[config.mk]
export PLATFORM = sky130hd
export DESIGN_NAME = serial_switch_latch
export DESIGN_NICKNAME = d
export VERILOG_FILES = /design/src/rtl/serial_switch_latch.sv
export SDC_FILE = /design/constraint.sdc
export NUM_CORES = 1
export LEC_CHECK = 0
export BUFFER_PORTS_ARGS = -buffer_cell sky130_fd_sc_hd__buf_2
export CORE_ASPECT_RATIO = 0.7
export CORE_UTILIZATION = 50
export DETAILED_ROUTE_END_ITERATION = 6
export PLACE_DENSITY = 0.72
export SYNTH_ARGS = -nofsm -noshare
export SYNTH_HDL_FRONTEND = slang
export SYNTH_SLANG_ARGS = --single-unit
export TNS_END_PERCENT = 30
[constraint.sdc]
create_clock -name clk -period 1.3 [get_ports clk]
set_input_delay 0.26 -clock clk [delete_from_list [all_inputs] [get_ports clk]]
set_output_delay 0.26 -clock clk [all_outputs]
set_load 0.005 [all_outputs]
[src/rtl/serial_switch_latch.sv]
module serial_switch_latch #(
  parameter int NUM_SW      = 8,
  parameter int SYNC_STAGES = 2
) (
  input  logic              clk,
  input  logic              rst_n,
  input  logic              ser_clk,
  input  logic              ser_din,
  input  logic              latch_hold,
  input  logic              clr,
  output logic              ser_dout,
  output logic [NUM_SW-1:0] sw_on
);

  logic [SYNC_STAGES-1:0] clk_sync, din_sync, hold_sync, clr_sync;
  logic clk_s, din_s, hold_s, clr_s, clk_s_d, shift_evt;
  logic [NUM_SW-1:0] stage_q, stage_nxt, latch_q;

  always_ff @(posedge clk or negedge rst_n) begin
    if (!rst_n) begin
      clk_sync  <= '0;
      din_sync  <= '0;
      hold_sync <= '0;
      clr_sync  <= '0;
    end else begin
      clk_sync  <= {clk_sync[SYNC_STAGES-2:0], ser_clk};
      din_sync  <= {din_sync[SYNC_STAGES-2:0], ser_din};
      hold_sync <= {hold_sync[SYNC_STAGES-2:0], latch_hold};
      clr_sync  <= {clr_sync[SYNC_STAGES-2:0], clr};
    end
  end

  assign clk_s  = clk_sync[SYNC_STAGES-1];
  assign din_s  = din_sync[SYNC_STAGES-1];
  assign hold_s = hold_sync[SYNC_STAGES-1];
  assign clr_s  = clr_sync[SYNC_STAGES-1];

  assign shift_evt = clk_s & ~clk_s_d;
  assign stage_nxt = shift_evt ? {stage_q[NUM_SW-2:0], din_s} : stage_q;

  always_ff @(posedge clk or negedge rst_n) begin
    if (!rst_n) begin
      clk_s_d <= 1'b0;
      stage_q <= '0;
    end else begin
      clk_s_d <= clk_s;
      stage_q <= stage_nxt;
    end
  end

  always_ff @(posedge clk or negedge rst_n) begin
    if (!rst_n)      latch_q <= '0;
    else if (clr_s)  latch_q <= '0;
    else if (!hold_s) latch_q <= stage_nxt;
  end

  assign sw_on    = clr ? '0 : latch_q;
  assign ser_dout = stage_q[NUM_SW-1];

endmodule

Word-level counts from Yosys, hierarchy flattened
Cells that the tools add are included.
Storage, ports and cells
  register bits after elaboration: 25
  logic and storage cells: 14
  output and inout port bits: 9
Operators by class
  mux-type cells: 4
  bitwise gates (word level): 2
  equality and inequality tests: 1
Operators with widths (count)
  $mux W8: 4
  $ne A2 B1 Y1 const B: 1
  $and A1 B1 Y1: 1
  $not A1 Y1: 1

Logic depth before layout (Yosys ltp)
  depth after elaboration: 5
  mapped depth: 4
  mapped depth without buffers: 3

Worst setup path after synthesis
Ideal clock, no wire load.
  kind: reg-to-reg
  start point: reg clk_s_d
  end point: reg latch_q[0]
  path buffers: 1
  library setup time: 0.119 ns
  data arrival time: 1.082 ns
  data required time: 1.181 ns
  setup slack: 0.100 ns
  cell stages (with the launch flop): 5
  cells stage by stage: dfrtp_1 -> nor2b_4 -> buf_6 -> mux2_4 -> o21a_1
On the way
  longest elaborated chain between the ends: 5
Ends and longest elaborated chain
  start, declared: RTL line 16  | logic clk_s, din_s, hold_s, clr_s, clk_s_d, shift_evt;
  start signal, assigned: RTL line 46  | clk_s_d <= clk_s;
  $not A1 Y1: RTL line 38  | assign shift_evt = clk_s & ~clk_s_d;
  $and A1 B1 Y1: RTL line 38
  $mux W8: RTL line 39  | assign stage_nxt = shift_evt ? {stage_q[NUM_SW-2:0], din_s} : stage_q;
  net stage_nxt[0]: RTL line 17  | logic [NUM_SW-1:0] stage_q, stage_nxt, latch_q;
  $mux W8: RTL line 54  | else if (!hold_s) latch_q <= stage_nxt;
  $mux W8: RTL line 53  | else if (clr_s) latch_q <= '0;
  end signal, assigned: RTL line 54
  end, declared: RTL line 17
The timed path passes the listed nets, and every way through them passes these cells. The select of a mux whose other input is x is not followed.
A chain may end at the register's enable or synchronous reset.

Worst setup path after layout
Same ends and word-level chain as after synthesis.

==> summary.txt <==
status = finished, final reports clean
endpoints failing setup = 0
Nets = 93
global-route usage over all layers = 0.1812
Top Ports = 15
ANT nets after route = 0
Reg area = 625.6 um^2
final wirelength = 1366 um
critical path depth in cells = 4
Overall Power = 1656 uW
Yosys cell types = 11
drt drc = 0
Pwr Density = 1544 mW/mm^2
Max Fanout on Critical Path = 8
CTS sink cnt = 25
Resized cells post-CTS = 0
worst vdd ir = 1330 uV
MaxCap Viol Count = 0
Reg clk slew, reported paths = 120 ps
Antenna diodes = 0
Mapped Area = 947.2 um^2
CP delay by family, top = flip-flops
area of the core = 0.001682 mm^2
Setup CP Type = reg -> reg
die width = 54.02 um
largest net degree at the start of global routing = 26
Starting Density = 0.5632
CTS tree = done
reg2reg setup slack = 20 ps
first-pass GRT wire length = 2359 um
CTS max path bufs = 2
First-pass DRT Iterations = 3
post-DR wirelength/cell = 12.77 um
Post-Syn Nets = 77
Critical R2R Capture = latch_q[0]$_DFFE_PN0P_
initial antenna violation count = 0
Via-to-Cell Ratio = 4.729
fill cell count = 146
CP bufs+invs = 1
slowest cell delay on critical path = 420 ps
dpl ws = 41.98 ps
synth warn = 0
PortBufs = 14
clk_skew = 7.237 ps
Synth Instances = 71
Tightest Pin Transition = 520.6 ps
critical path startpoint category = flop
FP Rows = 12
post-CTS setup buffer count = 0
RSZ-0062 raised after global routing = true
post-synthesis sequential area ratio = 0.6605
crit path DAT = 1490 ps
Final Worst Setup Slack = 16.94 ps
HP Class = in -> reg
launching point of the worst reg2reg path = clk_s_d$_DFF_PN0_
CP required = 1510 ps
multi-input logic area = 264.0 um^2
hold slack = 39.65 ps
remaining global-route overflow = 0
FF-to-FF path depth = 4
clock root buffer = clkbuf_4
H-tree depth = 1
overall die area = 0.002075 mm^2
slew margin rel. = 0.6530
slowest stage cell, crit path = dfrtp_1
Hold Path Cell Cnt = 1
utilization after layout = 0.6376
static leakage = 0.0005334 uW
layout cell share with drive strength beyond 1 = 0.3140
Pins Over Slew Limit = 0
vias in the first global route = 488
maximum clock rate = 779.4 MHz
placer congestion estimate = 0.7437
Final Critical Period = 1283 ps
area delta synth->final = 13.21%
Die Y = 38.42 um
Skew-Pair Late Insertion Delay = 310 ps
via count = 506
CP cell instances = nor2b_4 -> buf_12 -> mux2_4 -> o21a_1
Mean Syn Cell Area = 13.34 um^2
DRT iter0 DRCs = 7
Fin. Hold Viols = 0
cts bufs inserted = 3
Hold Startpoint = ser_clk
Hold Path End = clk_sync[0]$_DFF_PN0_
CP endpoint kind = flop
Final Cycle Share = 0.9870
Seq cells post-synth = 25
## metal layers
layer / track usage / wire length, um / vias to the layer above
met3: 0.08333 / 65 / 5
li1: - / - / 253
met2: 0.2654 / 606 / 9
met5: 0 / 0 / -
met4: 0.09615 / 34 / 0
met1: 0.2228 / 661 / 239
## stage by stage
step           instance area (um^2)  instances  TNS (ps)
5_1_grt                        1072        107    -114.6
2_1_floorplan                 947.2         71         0
6_report                       1072        107         0
3_3_place_gp                   1036        102         0
3_5_place_dp                   1036        102         0
4_1_cts                        1072        107         0
## timing repair
action                                  4_1_cts  5_1_grt
endpoints found under the setup margin        0        8
hold buffers                                  1        0
hold endpoints to repair                     25        0
## placed cells by master, fill, tap and decap left out
cell type,count
a21oi_1,8
dfrtp_1,25
dlygate4sd3_1,1
inv_1,8
nor2_1,8
buf_2,14
mux2_4,8
buf_12,1
clkbuf_4,3
o21a_1,8
nor2b_4,1
clkbuf_1,1
## Yosys cell counts
cell type | n | area [um^2]
nor2b_4 | 1 | 13.76
clkbuf_1 | 1 | 3.750
o21a_1 | 8 | 60.06
buf_2 | 1 | 5.000
inv_1 | 8 | 30.03
nor2_1 | 8 | 30.03
a21oi_1 | 8 | 40.04
buf_6 | 1 | 11.26
buf_1 | 2 | 7.510
mux2_4 | 8 | 120.1
dfrtp_1 | 25 | 625.6
## power by group
group	internal (uW)	switching [uW]	leakage (uW)
logic	203	127	0.000213
clock network	120	210	0.0000150
registers	918	78.8	0.000305
## logic make-up after synthesis
family          Yosys count  share of synthesized area
buf+inv                  13                    0.06076
mux                       8                     0.1268
flops                    25                     0.6605
compound gates           16                     0.1057
simple gates              9                    0.04623
## worst reg2reg max path: stages, from the launching register on
cell     delay (ps)
dfrtp_1         420
nor2b_4         140
buf_12          140
mux2_4          310
o21a_1          170
## state kept, by name, indices dropped and copies added (netlist names)
signal	flops
clr_sync	2
din_sync	2
clk_s_d	1
clk_sync	2
stage_q	8
latch_q	8
hold_sync	2
## worst max-delay path by stage
stage / end / start / slack (ps)
final: latch_q[0]$_DFFE_PN0P_ / clk_s_d$_DFF_PN0_ / 20
after global routing: latch_q[2]$_DFFE_PN0P_ / clk_sync[1]$_DFF_PN0_ / -30
after CTS: latch_q[0]$_DFFE_PN0P_ / clk_s_d$_DFF_PN0_ / 10
after detailed placement: latch_q[0]$_DFFE_PN0P_ / clk_s_d$_DFF_PN0_ / 40
after global placement: latch_q[2]$_DFFE_PN0P_ / clk_s_d$_DFF_PN0_ / 60
after floorplan: latch_q[0]$_DFFE_PN0P_ / clk_s_d$_DFF_PN0_ / 100
## final cells by class
class                   count  share of cell area
repair buffers             16             0.09335
well taps                  21             0.02450
multi-input cells          33              0.2462
inverters                   8             0.02800
flip-flops and latches     25              0.5834
clock buffers               4             0.02450
Note: power is estimated with default switching activity, not from simulation.
